### src/rtl/dsd_pkg.sv
package dsd_pkg;
  typedef enum logic [1:0] {
    TGT_GPR  = 2'd0,
    TGT_CORE = 2'd1,
    TGT_XIO  = 2'd2,
    TGT_MEM  = 2'd3
  } tgt_e;

  // Offset of each core register from the first core-owned port.
  // A neighbouring decoder relies on this order.
  typedef enum logic [2:0] {
    CR_XD   = 3'd0,
    CR_XX   = 3'd1,
    CR_XY   = 3'd2,
    CR_XZ   = 3'd3,
    CR_XI   = 3'd4,
    CR_SPLO = 3'd5,
    CR_SPHI = 3'd6,
    CR_STAT = 3'd7
  } core_e;

  localparam int unsigned CORE_PORT_BASE = 'h38;
  localparam int unsigned N_XBYTES       = 5;
endpackage

### src/rtl/dsd_addr_decode.sv
module dsd_addr_decode
  import dsd_pkg::*;
#(
  parameter int unsigned AW   = 16,
  parameter int unsigned NREG = 32,
  parameter int unsigned NIO  = 64
) (
  input  logic [AW-1:0]           addr,
  output tgt_e                    tgt,
  output logic [$clog2(NREG)-1:0] reg_idx,
  output logic [$clog2(NIO)-1:0]  port,
  output core_e                   core_sel
);
  localparam int unsigned RW = $clog2(NREG);
  localparam int unsigned PW = $clog2(NIO);
  localparam logic [AW-1:0] IO_LO = AW'(NREG);
  localparam logic [AW-1:0] IO_HI = AW'(NREG + NIO);
  localparam logic [PW-1:0] CBASE = PW'(CORE_PORT_BASE);

  logic [AW-1:0] io_off;

  always_comb begin
    io_off   = addr - IO_LO;
    reg_idx  = addr[RW-1:0];
    port     = io_off[PW-1:0];
    core_sel = core_e'(port[2:0]);
    if (addr < IO_LO) begin
      tgt = TGT_GPR;
    end else if (addr < IO_HI) begin
      tgt = (port >= CBASE) ? TGT_CORE : TGT_XIO;
    end else begin
      tgt = TGT_MEM;
    end
  end
endmodule

### src/rtl/dsd_regfile.sv
module dsd_regfile #(
  parameter int unsigned NREG = 32,
  parameter int unsigned DW   = 8
) (
  input  logic                    clk,
  input  logic                    rst_n,
  input  logic                    wr_en,
  input  logic [$clog2(NREG)-1:0] idx,
  input  logic [DW-1:0]           wdata,
  output logic [DW-1:0]           rdata
);
  logic [DW-1:0] gpr_q [NREG];

  for (genvar i = 0; i < NREG; i++) begin : g_gpr
    logic          ld;
    logic [DW-1:0] gpr_d;

    always_comb begin
      ld    = wr_en && (idx == i[$clog2(NREG)-1:0]);
      gpr_d = ld ? wdata : gpr_q[i];
    end

    always_ff @(posedge clk or negedge rst_n) begin
      if (!rst_n) begin
        gpr_q[i] <= '0;
      end else begin
        gpr_q[i] <= gpr_d;
      end
    end
  end

  assign rdata = gpr_q[idx];
endmodule

### src/rtl/dsd_core_regs.sv
module dsd_core_regs
  import dsd_pkg::*;
#(
  parameter int unsigned  DW       = 8,
  parameter int unsigned  XW       = 24,
  parameter int unsigned  SPW      = 16,
  parameter logic [15:0]  SP_RESET = 16'h08FF
) (
  input  logic               clk,
  input  logic               rst_n,
  input  logic               wr_en,
  input  core_e              sel,
  input  logic [DW-1:0]      wdata,
  input  logic [N_XBYTES-2:0] feat_x,
  input  logic               feat_sp16,
  output logic [DW-1:0]      rdata,
  output logic [XW-1:0]      xval [N_XBYTES],
  output logic [SPW-1:0]     sp,
  output logic [DW-1:0]      sreg
);
  localparam int unsigned XLSB = XW - DW;

  logic [N_XBYTES-1:0] xgate;
  logic [XW-1:0]       x_q [N_XBYTES];
  logic [SPW-1:0]      sp_q, sp_d;
  logic [DW-1:0]       sr_q, sr_d;

  // The last extended byte has no feature input and is always writable.
  assign xgate = {1'b1, feat_x};

  for (genvar i = 0; i < N_XBYTES; i++) begin : g_xbyte
    logic          ld;
    logic [XW-1:0] x_d;

    always_comb begin
      ld  = wr_en && xgate[i] && (sel == core_e'(i));
      x_d = ld ? {wdata, {XLSB{1'b0}}} : x_q[i];
    end

    always_ff @(posedge clk or negedge rst_n) begin
      if (!rst_n) begin
        x_q[i] <= '0;
      end else begin
        x_q[i] <= x_d;
      end
    end

    assign xval[i] = x_q[i];
  end

  always_comb begin
    sp_d = sp_q;
    sr_d = sr_q;
    if (wr_en) begin
      unique case (sel)
        CR_SPLO: sp_d[DW-1:0] = wdata;
        CR_SPHI: if (feat_sp16) sp_d[SPW-1:DW] = wdata;
        CR_STAT: sr_d = wdata;
        default: ;
      endcase
    end
  end

  always_ff @(posedge clk or negedge rst_n) begin
    if (!rst_n) begin
      sp_q <= SP_RESET;
      sr_q <= '0;
    end else begin
      sp_q <= sp_d;
      sr_q <= sr_d;
    end
  end

  always_comb begin
    unique case (sel)
      CR_SPLO: rdata = sp_q[DW-1:0];
      CR_SPHI: rdata = sp_q[SPW-1:DW];
      CR_STAT: rdata = sr_q;
      default: rdata = x_q[sel][XW-1:XLSB];
    endcase
  end

  assign sp   = sp_q;
  assign sreg = sr_q;
endmodule

### src/rtl/data_space_decoder.sv
module data_space_decoder
  import dsd_pkg::*;
#(
  parameter int unsigned AW       = 16,
  parameter int unsigned WIN      = 16,
  parameter int unsigned NREG     = 32,
  parameter int unsigned NIO      = 64,
  parameter logic [15:0] SP_RESET = 16'h08FF
) (
  input  logic                   clk,
  input  logic                   rst_n,
  input  logic                   feat_rampd,
  input  logic                   feat_rampx,
  input  logic                   feat_rampy,
  input  logic                   feat_rampz,
  input  logic                   feat_sp16,
  input  logic                   req_valid,
  input  logic                   req_we,
  input  logic [AW-1:0]          req_addr,
  input  logic [WIN-1:0]         req_wdata,
  output logic                   rsp_valid,
  output logic [7:0]             rsp_data,
  output logic                   io_sel,
  output logic                   io_we,
  output logic [$clog2(NIO)-1:0] io_port,
  output logic [7:0]             io_wdata,
  input  logic [7:0]             io_rdata,
  output logic                   mem_sel,
  output logic                   mem_we,
  output logic [AW-1:0]          mem_addr,
  output logic [7:0]             mem_wdata,
  input  logic [7:0]             mem_rdata,
  output logic [23:0]            core_rampd,
  output logic [23:0]            core_rampx,
  output logic [23:0]            core_rampy,
  output logic [23:0]            core_rampz,
  output logic [23:0]            core_eind,
  output logic [15:0]            core_sp,
  output logic [7:0]             core_sreg
);
  localparam int unsigned DW = 8;
  localparam int unsigned RW = $clog2(NREG);
  localparam int unsigned PW = $clog2(NIO);

  // Reset: asserted asynchronously, released on the clock.
  logic rst_m_q, rst_s_q;
  always_ff @(posedge clk or negedge rst_n) begin
    if (!rst_n) begin
      rst_m_q <= 1'b0;
      rst_s_q <= 1'b0;
    end else begin
      rst_m_q <= 1'b1;
      rst_s_q <= rst_m_q;
    end
  end

  logic [DW-1:0]  wbyte;
  logic [WIN-1:0] unused_wdata;
  assign wbyte        = req_wdata[DW-1:0];
  assign unused_wdata = req_wdata;

  tgt_e          tgt;
  logic [RW-1:0] reg_idx;
  logic [PW-1:0] port;
  core_e         core_sel;

  dsd_addr_decode #(.AW(AW), .NREG(NREG), .NIO(NIO)) u_dec (
    .addr     (req_addr),
    .tgt      (tgt),
    .reg_idx  (reg_idx),
    .port     (port),
    .core_sel (core_sel)
  );

  logic          gpr_we, core_we;
  logic [DW-1:0] gpr_rd, core_rd;

  assign gpr_we  = req_valid && req_we && (tgt == TGT_GPR);
  assign core_we = req_valid && req_we && (tgt == TGT_CORE);

  dsd_regfile #(.NREG(NREG), .DW(DW)) u_gpr (
    .clk   (clk),
    .rst_n (rst_s_q),
    .wr_en (gpr_we),
    .idx   (reg_idx),
    .wdata (wbyte),
    .rdata (gpr_rd)
  );

  logic [23:0] xval [N_XBYTES];

  dsd_core_regs #(.DW(DW), .XW(24), .SPW(16), .SP_RESET(SP_RESET)) u_core (
    .clk       (clk),
    .rst_n     (rst_s_q),
    .wr_en     (core_we),
    .sel       (core_sel),
    .wdata     (wbyte),
    .feat_x    ({feat_rampz, feat_rampy, feat_rampx, feat_rampd}),
    .feat_sp16 (feat_sp16),
    .rdata     (core_rd),
    .xval      (xval),
    .sp        (core_sp),
    .sreg      (core_sreg)
  );

  assign core_rampd = xval[CR_XD];
  assign core_rampx = xval[CR_XX];
  assign core_rampy = xval[CR_XY];
  assign core_rampz = xval[CR_XZ];
  assign core_eind  = xval[CR_XI];

  // External buses
  always_comb begin
    io_sel    = req_valid && (tgt == TGT_XIO);
    io_we     = io_sel && req_we;
    io_port   = port;
    io_wdata  = wbyte;
    mem_sel   = req_valid && (tgt == TGT_MEM);
    mem_we    = mem_sel && req_we;
    mem_addr  = req_addr;
    mem_wdata = wbyte;
  end

  // One-cycle return tracking for external reads
  logic pend_q, pend_d, pmem_q, pmem_d;
  logic int_rd;

  always_comb begin
    int_rd = req_valid && !req_we && ((tgt == TGT_GPR) || (tgt == TGT_CORE));
    pend_d = (io_sel || mem_sel) && !req_we;
    pmem_d = mem_sel;
  end

  always_ff @(posedge clk or negedge rst_s_q) begin
    if (!rst_s_q) begin
      pend_q <= 1'b0;
      pmem_q <= 1'b0;
    end else begin
      pend_q <= pend_d;
      pmem_q <= pmem_d;
    end
  end

  // A returning external read takes the response port.
  always_comb begin
    rsp_valid = pend_q || int_rd;
    if (pend_q) begin
      rsp_data = pmem_q ? mem_rdata : io_rdata;
    end else if (int_rd) begin
      rsp_data = (tgt == TGT_GPR) ? gpr_rd : core_rd;
    end else begin
      rsp_data = '0;
    end
  end
endmodule

### config.mk
export PLATFORM = sky130hd
export DESIGN_NAME = data_space_decoder
export DESIGN_NICKNAME = d
export VERILOG_FILES = /design/src/rtl/dsd_pkg.sv /design/src/rtl/dsd_addr_decode.sv /design/src/rtl/dsd_regfile.sv /design/src/rtl/dsd_core_regs.sv /design/src/rtl/data_space_decoder.sv
export SDC_FILE = /design/constraint.sdc
export NUM_CORES = 1
export LEC_CHECK = 0
export BUFFER_PORTS_ARGS = -buffer_cell sky130_fd_sc_hd__buf_4
export CORE_UTILIZATION = 30
export CTS_CLUSTER_DIAMETER = 50
export CTS_CLUSTER_SIZE = 20
export DETAILED_ROUTE_END_ITERATION = 8
export PLACE_DENSITY = 0.6
export SYNTH_ARGS = -nofsm -noshare
export SYNTH_HDL_FRONTEND = slang
export SYNTH_HIERARCHICAL = 1
export SYNTH_SLANG_ARGS = --single-unit
### constraint.sdc
create_clock -name clk -period 27.7 [get_ports clk]
set_clock_uncertainty 0.05 [all_clocks]
set_input_delay 1.385 -clock clk [delete_from_list [all_inputs] [get_ports clk]]
set_output_delay 1.385 -clock clk [all_outputs]
set_load 0.01 [all_outputs]
==> impl_metrics.tcl, run 1 <==
set metrics [dict create \
    status "completed" \
    cts.sink_count 324 \
    io_buffers 163 \
    tns_ns 0 \
    dp_hpwl_um 28700 \
    vdd_drop_max_mv 0.0453 \
    die_w_um 236 \
    cts_tree "yes" \
    dp_slack_ns 21.02 \
    hold_path_class "flop to flop" \
    async_flop_share 1.00 \
    finalSetupViolCount 0 \
    required_ns 26.26 \
    final_antenna_net_count 0 \
    first_iter_violations 512 \
    synth_edf_count 0 \
    synth_top_area_share 0.480 \
    critical-path-top-delay-family "buffers and inverters" \
    rsz0062_at_grt "no" \
    fmax_mhz 151 \
    insertion_delay_ns 0.58 \
    post_cts_buffers 0 \
    final_nets 1360 \
    remaining_drc_errors 0 \
    routabilityCongestion 0.798 \
    synthFlopType "dfrtp_1" \
    clk_pin_slew_ns 0.07 \
    hold_viol 0 \
    slowest_stage "buf_4" \
    crit_chain "buf_6 > buf_4 > buf_4 > mux4_2 > nand2_1 > nand2_1 > o22ai_1 > nor2_1 > mux2i_1 > o22ai_1 > buf_4" \
    grt_usage 0.155 \
    ys_top_cells_by_count "mux2_2, dfrtp_1, buf_4" \
    place_inst 1966 \
    drive_gt1_frac 0.477 \
    netlist_instances 1215 \
    antenna_found_initial 0 \
    die-area_um2 55600 \
    cap_violations 0 \
    finalMaxSlewViolations 0 \
    leakage_uw 0.00925 \
    fill_cells 5244 \
    routedWlPerCell_um 21.3 \
    min_from "rst_m_q$_DFF_PN0_" \
    cts-hold-fix-buffers 0 \
    avgViaCountPerCell 4.95 \
    wirelength_um 43200 \
    grt_pass1_wl_um 65500 \
    worstMarginPinSlew_ns 1.14 \
    setup.worst_path.end_class "output pin" \
    grt_pass1_vias 10400 \
    ios 252 \
    initial_utilization 0.304 \
    cp-start-kind "input port" \
    root_buffer "clkbuf_16" \
    synthTopCellsByArea "dfrtp_1, mux2_2, mux2i_1, buf_4, mux4_2" \
    ys_types 59 \
    finalPower_uw 972 \
    ys_warn_count 6 \
    period_share 0.239 \
    fin_cells 2025 \
    slew_headroom 0.234 \
    grt_max_degree 88 \
    cts_htree_levels 1 \
    synth.most_common_cell "mux2_2" \
    synth_area_um2 16400 \
    critPathLaunch "req_addr[1]" \
    grt-ovfl-total 0 \
    cp_num_buf_inv 4 \
    yosysSeqAreaShare 0.495 \
    crit_fanout 51 \
    arrival_ns 5.17 \
    core.rowCount 85 \
    vias 10000 \
    worst_hold_slack_ns 0.304 \
    die_y_um 236 \
    p_per_area_nw_per_um2 52.1 \
    crit_top_cell "buf_4" \
    fin_crit_ns 6.61 \
    regArea_um2 8120 \
    core_area_um2 53900 \
    yosys.area.top_type "dfrtp_1" \
    clock_path_buffers 3 \
    dr.pass1.iters 5 \
    cts_buffers 31 \
    slowest_delay_ns 0.80 \
    path_class "input port to output pin" \
    avgSynthCellArea_um2 13.5 \
    fin_ws_ns 21.09 \
    rr_startpoint "rst_s_q$_DFF_PN0_" \
    ys_seq_elements 324 \
    cts_resized 0 \
    area_delta_synth_final_pct 13.6 \
    multiInputGateArea_um2 7280 \
]
[worst register-to-register path, cell delays in order, from the launching register on]
cell and delay, ns:
dfrtp_4 1.03, buf_4 0.95, buf_4 1.06
[routing by layer]
metal	up-vias	wire, µm	track usage
li1	4428	-	-
met4	0	1640	0.0578
met2	325	20600	0.255
met3	69	2240	0.0286
met1	5197	18700	0.201
met5	-	0	0
[per-stage QoR]
stage / cell area [µm²] / utilization
finish: 18600 / 0.346
global route: 18600 / 0.346
CTS: 18600 / 0.346
detailed placement: 17600 / 0.326
global placement: 17600 / 0.326
floorplan: 16700 / -
[kinds of logic after synthesis]
family,count (synthesis),share of synthesized area
muxes,468,0.336
DFF,324,0.495
buffers and inverters,202,0.0803
and+or+nand+nor,143,0.0532
AOI/OAI and AO/OA,76,0.0349
other,2,0.000458
[registers in the layout, indices dropped and copies added, names as in the netlist]
name / count
pend_q: 1
pmem_q: 1
rst_m_q: 1
rst_s_q: 1
u_core/sp: 16
u_core/sreg: 8
u_core/xval: 40
u_gpr/gpr_q: 256
[cell usage in the layout, fill, tap and decap left out, types with 4 or more instances in the layout]
| cell type | Yosys | final |
|---|---|---|
| o22ai_1 | 16 | 16 |
| dfstp_2 | 9 | 9 |
| o31a_1 | 4 | 4 |
| buf_4 | 128 | 172 |
| inv_1 | 4 | 4 |
| nor2_2 | 13 | 13 |
| clkinvlp_4 | 0 | 4 |
| nor3_1 | 10 | 10 |
| dfrtp_1 | 315 | 314 |
| mux2i_1 | 107 | 107 |
| clkinv_4 | 0 | 4 |
| inv_8 | 0 | 4 |
| o22a_1 | 4 | 4 |
| nand2_1 | 35 | 35 |
| a21oi_1 | 5 | 5 |
| clkinv_8 | 0 | 4 |
| a2111o_1 | 4 | 4 |
| o221ai_1 | 4 | 4 |
| nor2_1 | 28 | 28 |
| inv_6 | 0 | 6 |
| conb_1 | 2 | 81 |
| nor2b_1 | 8 | 7 |
| clkbuf_16 | 0 | 31 |
| mux4_2 | 32 | 32 |
| mux2_2 | 323 | 323 |
| nand2b_1 | 4 | 4 |
| a22oi_1 | 23 | 23 |
| nand4_1 | 7 | 7 |
| nand3_1 | 9 | 9 |
[worst paths after layout]
kind | endpoint | slack (ns) | depth (start not counted)
max in group asynchronous | u_core/sreg[1]$_DFFE_PN0P_ | 24.51 | 2
worst max-delay path | rsp_data[2] | 21.09 | 11
worst min register to register | rst_s_q$_DFF_PN0_ | 0.30 | 0
min in group asynchronous | u_gpr/gpr_q[208]$_DFFE_PN0P_ | 0.41 | 0
worst max register to register | u_core/sreg[1]$_DFFE_PN0P_ | 24.51 | 2
worst min-delay path | rst_s_q$_DFF_PN0_ | 0.30 | 0
[area by class of cell]
type                            count  share of cell area
Tap cell                          696              0.0467
Clock buffer                       33              0.0426
Timing Repair Buffer              173              0.0699
Clock inverter                     25              0.0136
Inverter                            5             0.00101
Antenna cell                        1            0.000134
Multi-Input combinational cell    768               0.390
Sequential cell                   324               0.436
[report_power, final]
part	leakage, µW	switching, µW	internal, µW	total (µW)
logic	0.00426	48.5	20.0	68.5
registers	0.00449	2.45	473	476
clock network	0.000502	208	220	428
Power figures use the tool's default switching activity.
==> run 2, diff against run 1 <==
ABC_AREA = 1   (was default)
PLACE_DENSITY = 0.61   (was 0.6)
clock period = 5.6 ns   (was 27.7 ns; I/O delays follow)
==> run 2 against run 1 <==
Compared with the run above: synthesized cell count up 81%; die area up 3.4%; utilization down 0.42 points; sequential power rose to 4.9 times the previous value; global-route usage up 1.4 points; critical path depth up 3; critical path type unchanged.
==> impl_metrics.tcl, run 2 <==
set metrics [dict create \
    wirelength_um 49300 \
    hold_viol 0 \
    fin_util 0.342 \
    tns_ns 0 \
    period_share 0.628 \
    synthTopCellsByArea "dfrtp_1, nand2_1, buf_4, o21ai_1, o21ai_0" \
    core.rowCount 86 \
    remaining_drc_errors 0 \
    first_iter_violations 1304 \
    fin_crit_ns 3.52 \
    critical-path-top-delay-family "buffers and inverters" \
    slowest_stage "buf_4" \
    core_area_um2 55500 \
    cap_violations 0 \
    synth_top_area_share 0.465 \
    largest_reg_flops 256 \
    ys_top_cells_by_count "nand2_1, dfrtp_1, o21ai_1" \
    area_delta_synth_final_pct 11.8 \
    die_w_um 240 \
    place_inst 2949 \
    status "completed" \
    async_flop_share 1.00 \
    slowest_delay_ns 0.73 \
    cts_htree_levels 1 \
    rsz0062_at_grt "no" \
    netlist_instances 2198 \
    routedWlPerCell_um 16.4 \
    synth_area_um2 17000 \
    worstMarginPinSlew_ns 1.07 \
    finalSetupViolCount 0 \
    hold_path_class "input port to asynchronous set/reset pin" \
    cp-start-kind "input port" \
    die_y_um 240 \
    top_register "u_gpr/gpr_q" \
    grt_usage 0.168 \
    cp_num_buf_inv 3 \
    arrival_ns 3.19 \
    fmax_mhz 284 \
    dp_slack_ns 2.11 \
    crit_top_cell "nand2_1" \
    cts_tree "yes" \
    grt_pass1_wl_um 75900 \
    cts_resized 0 \
    path_class "input port to output pin" \
    grt_max_degree 139 \
    cts.sink_count 324 \
    crit_fanout 72 \
    fin_cells 3010 \
    dp_hpwl_um 32200 \
    synthFlopType "dfrtp_1" \
    final_antenna_net_count 0 \
    crit_chain "buf_4 > buf_4 > nor2_4 > nand2_1 > nand4_1 > nand2_1 > nand2_1 > nor2_1 > nor2_1 > nand2_1 > nand2_1 > nand2_1 > nand2_1 > buf_4" \
    avgSynthCellArea_um2 7.72 \
    grt_pass1_vias 13300 \
    grt-ovfl-total 0 \
    root_buffer "clkbuf_16" \
    routabilityCongestion 0.869 \
    finalMaxSlewViolations 0 \
    synth_edf_count 0 \
    clock_path_buffers 3 \
    initial_utilization 0.306 \
    yosysSeqAreaShare 0.479 \
    dr.pass1.iters 6 \
    vias 14300 \
    insertion_delay_ns 0.56 \
    slew_headroom 0.285 \
    avgViaCountPerCell 4.74 \
    vdd_drop_max_mv 0.193 \
    final_nets 2295 \
    post_cts_buffers 0 \
    ios 252 \
    ys_types 29 \
    synth.most_common_cell "nand2_1" \
    setup.worst_path.end_class "output pin" \
    clk_pin_slew_ns 0.06 \
    final_common_cell "nand2_1" \
    yosys.area.top_type "dfrtp_1" \
    io_buffers 163 \
    cts_buffers 31 \
    leakage_uw 0.00948 \
    fin_ws_ns 2.08 \
    required_ns 5.27 \
    drive_gt1_frac 0.153 \
    die-area_um2 57500 \
    ys_warn_count 6 \
    final_cell_mix "nand2_1, dfrtp_1, o21ai_1" \
    antenna_found_initial 0 \
    ys_seq_elements 324 \
    antenna_cells 0 \
    p_per_area_nw_per_um2 254 \
]
## run 2: cell count changes after synthesis, sizes merged, moves of 27 or more
cell / before / now
buf: 158 / 216
nand4: 11 / 38
mux4: 33 / 0
inv: 4 / 47
mux2i: 107 / 0
nand2: 36 / 1020
mux2: 328 / 0
nand3: 12 / 80
o21ai: 1 / 336
nor2: 41 / 88
## run 2: metal layers
metal / share of wire / GRT usage / up-vias
met1: 0.43 / 0.218 / 6784
met4: 0.027 / 0.0517 / 0
li1: - / - / 6887
met5: 0 / 0 / -
met2: 0.49 / 0.291 / 525
met3: 0.056 / 0.0205 / 82
## run 2: layout make-up
type / count / area, µm²
Clock inverter: 22 / 218
Fill cell: 5838 / 36600
Sequential cell: 324 / 8120
Timing Repair Buffer: 183 / 1420
Clock buffer: 35 / 821
Multi-Input combinational cell: 1650 / 7260
Tap cell: 748 / 936
Inverter: 48 / 186
## run 2: timing repair
action / 4_1_cts / 5_1_grt
hold buffers: 4 / 0
endpoints found under the hold margin: 4 / 0
endpoints found under the setup margin: 0 / 0
## run 2: report_power, final
group	switching (µW)	internal, µW	leakage [µW]
logic	258	72.9	0.00448
clock network	1020	1110	0.000514
registers	11.7	2340	0.00449
## run 2: path summary, 6_finish.rpt
kind                                   start                            to  slack (ns)  cells past startpoint
setup reg to reg           rst_s_q$_DFF_PN0_  u_gpr/gpr_q[187]$_DFFE_PN0P_        3.81                      1
max in group asynchronous  rst_s_q$_DFF_PN0_  u_gpr/gpr_q[187]$_DFFE_PN0P_        3.81                      1
min in group clk                req_wdata[0]      u_core/sp[8]$_DFFE_PN0P_        0.13                      3
setup / recovery                 req_addr[0]                   rsp_data[4]        2.08                     14
hold / removal                         rst_n             rst_s_q$_DFF_PN0_        0.02                      2
hold reg to reg            rst_m_q$_DFF_PN0_             rst_s_q$_DFF_PN0_        0.30                      0
## run 2: through the flow
stage               total power, µW  hold slack (ns)  area, µm²
floorplan                      2650          -0.0656      17300
global placement               2730           0.0152      17900
detailed placement             2730           0.0210      17900
CTS                            4870           0.0214      19000
global route                   4990           0.0429      19000
finish                         4810           0.0220      19000
## run 2: kinds of logic after synthesis
group / after synthesis / synth area share
flops: 324 / 0.479
simple gates: 1232 / 0.306
buf+inv: 303 / 0.111
other cells: 2 / 0.000443
compound gates: 337 / 0.104
==> run 3, diff against run 2 <==
PLACE_DENSITY = 0.59   (was 0.61)
clock period = 3.3 ns   (was 5.6 ns; I/O delays follow)
==> run 3 against run 2 <==
Compared with the run above: cell count is 0.70% higher; clock power is 98% higher; total power is 83% higher; worst hold slack better by 0.010 ns; combinational power is 82% higher; highest routed layer unchanged; final area is 2.2% higher; sequential share of layout area is 0.91 points lower.
==> impl_metrics.tcl, run 3 (synthesized netlist as in run 2, its figures left out) <==
set metrics [dict create \
    status "completed" \
    area_delta_synth_final_pct 14.2 \
    clkPwrFrac 0.478 \
    core_area_um2 55500 \
    io_buffers 163 \
    leakage_uw 0.00968 \
    cts-hold-fix-buffers 7 \
    dpl-instance-area_um2 18100 \
    final_nets 2314 \
    path_class "input port to output pin" \
    final_cell_mix "nand2_1, dfrtp_1, buf_4" \
    die-area_um2 57500 \
    setup.worst_path.end_class "output pin" \
    top_register "u_gpr/gpr_q" \
    cts.sink_count 324 \
    final_common_cell "nand2_1" \
    largest_reg_flops 256 \
    remaining_drc_errors 0 \
    worstMarginPinSlew_ns 0.781 \
    required_ns 3.08 \
    cts_buffers 35 \
    avgViaCountPerCell 4.77 \
    insertion_delay_ns 0.54 \
    grt_pass1_wl_um 78200 \
    die_w_um 240 \
    finalMaxSlewViolations 0 \
    cap_violations 0 \
    grt_max_degree 88 \
    cts_resized 0 \
    hold_viol 0 \
    switchingPower_uw 2290 \
    power_frac_comb 0.069 \
    drive_gt1_frac 0.159 \
    crit_fanout 27 \
    clock_path_buffers 3 \
    slew_headroom 0.478 \
    dp_slack_ns 0.530 \
    cts_tree "yes" \
    dr.pass1.iters 5 \
    grt_pass1_vias 13500 \
    wirelength_um 50600 \
    grt-ovfl-total 0 \
    swShare 0.259 \
    fmax_mhz 390 \
    fin_ws_ns 0.736 \
    cts_htree_levels 2 \
    grt_usage 0.176 \
    p_per_area_nw_per_um2 454 \
    antenna_found_initial 0 \
    arrival_ns 2.35 \
    seq_power_share 0.453 \
    core.rowCount 86 \
    first_iter_violations 1438 \
    design_area_um2 19400 \
    root_buffer "clkbuf_16" \
    vdd_drop_max_mv 0.305 \
    vias 14500 \
    hold_path_class "input port to flop" \
    routedWlPerCell_um 16.7 \
    die_y_um 240 \
    tns_ns 0 \
    post_cts_buffers 0 \
    clk_pin_slew_ns 0.07 \
    period_share 0.777 \
    ios 252 \
    antenna_cells 0 \
    cp-start-kind "input port" \
    rsz0062_at_grt "no" \
    dp_hpwl_um 33800 \
    final_antenna_net_count 0 \
    finalSetupViolCount 0 \
    fin_crit_ns 2.56 \
    routabilityCongestion 0.950 \
    p_int_uw 6520 \
    initial_utilization 0.306 \
]
## run 3: worst paths after layout
path | start | slack, ns | endpoint | depth (start not counted)
setup / recovery | req_addr[1] | 0.74 | rsp_data[6] | 14
hold / removal | req_wdata[1] | 0.03 | u_core/xval[113]$_DFFE_PN0P_ | 3
setup reg to reg | rst_s_q$_DFF_PN0_ | 1.83 | u_gpr/gpr_q[186]$_DFFE_PN0P_ | 2
hold reg to reg | rst_m_q$_DFF_PN0_ | 0.30 | rst_s_q$_DFF_PN0_ | 0
max in group asynchronous | rst_s_q$_DFF_PN0_ | 1.83 | u_gpr/gpr_q[186]$_DFFE_PN0P_ | 2
min in group asynchronous | rst_s_q$_DFF_PN0_ | 0.33 | u_core/sreg[0]$_DFFE_PN0P_ | 0
## run 3: through the flow
stage	instances	power, µW	hold WS [ns]	util
2_1_floorplan	2277	4500	-0.181	-
3_3_place_gp	2961	4660	-0.100	0.326
3_5_place_dp	2961	4660	-0.0970	0.326
4_1_cts	3031	8920	0.0132	0.349
5_1_grt	3031	9120	0.0388	0.349
6_report	3031	8810	0.0321	0.349
## run 3: layout make-up
class	instances	area, µm²
flip-flops and latches	324	8120
multi-input cells	1650	7260
clock inverters	21	267
clock buffers	42	963
repair buffers	198	1640
inverters	48	186
fillers	5818	36100
well taps	748	936
## run 3: routing by layer
metal  track usage  vias up  wire length (µm)
met5             0        -                 0
met4        0.0620        0              1620
met3        0.0293       88              3300
met2         0.290      545             23500
met1         0.232     6898             22100
li1              -     6931                 -
## run 3: worst max-delay path, stage by stage
cell and delay, ns:
buf_4 0.22, inv_2 0.31, nor2_4 0.54, nand2_1 0.11
nand3_1 0.16, nand2_1 0.06, nand2_1 0.09, nor2_1 0.07
nor2_1 0.11, nand2_1 0.06, nand2_1 0.07, nand2_1 0.05
nand2_1 0.14, buf_4 0.15
## run 3: power by group through the flow
stage / Clock (µW) / Combinational, µW / Sequential (µW)
finish: 4210 / 604 / 3990
global route: 4470 / 657 / 3990
CTS: 4320 / 606 / 3990
detailed placement: 0 / 598 / 4070
global placement: 0 / 595 / 4070
floorplan: 0 / 393 / 4110
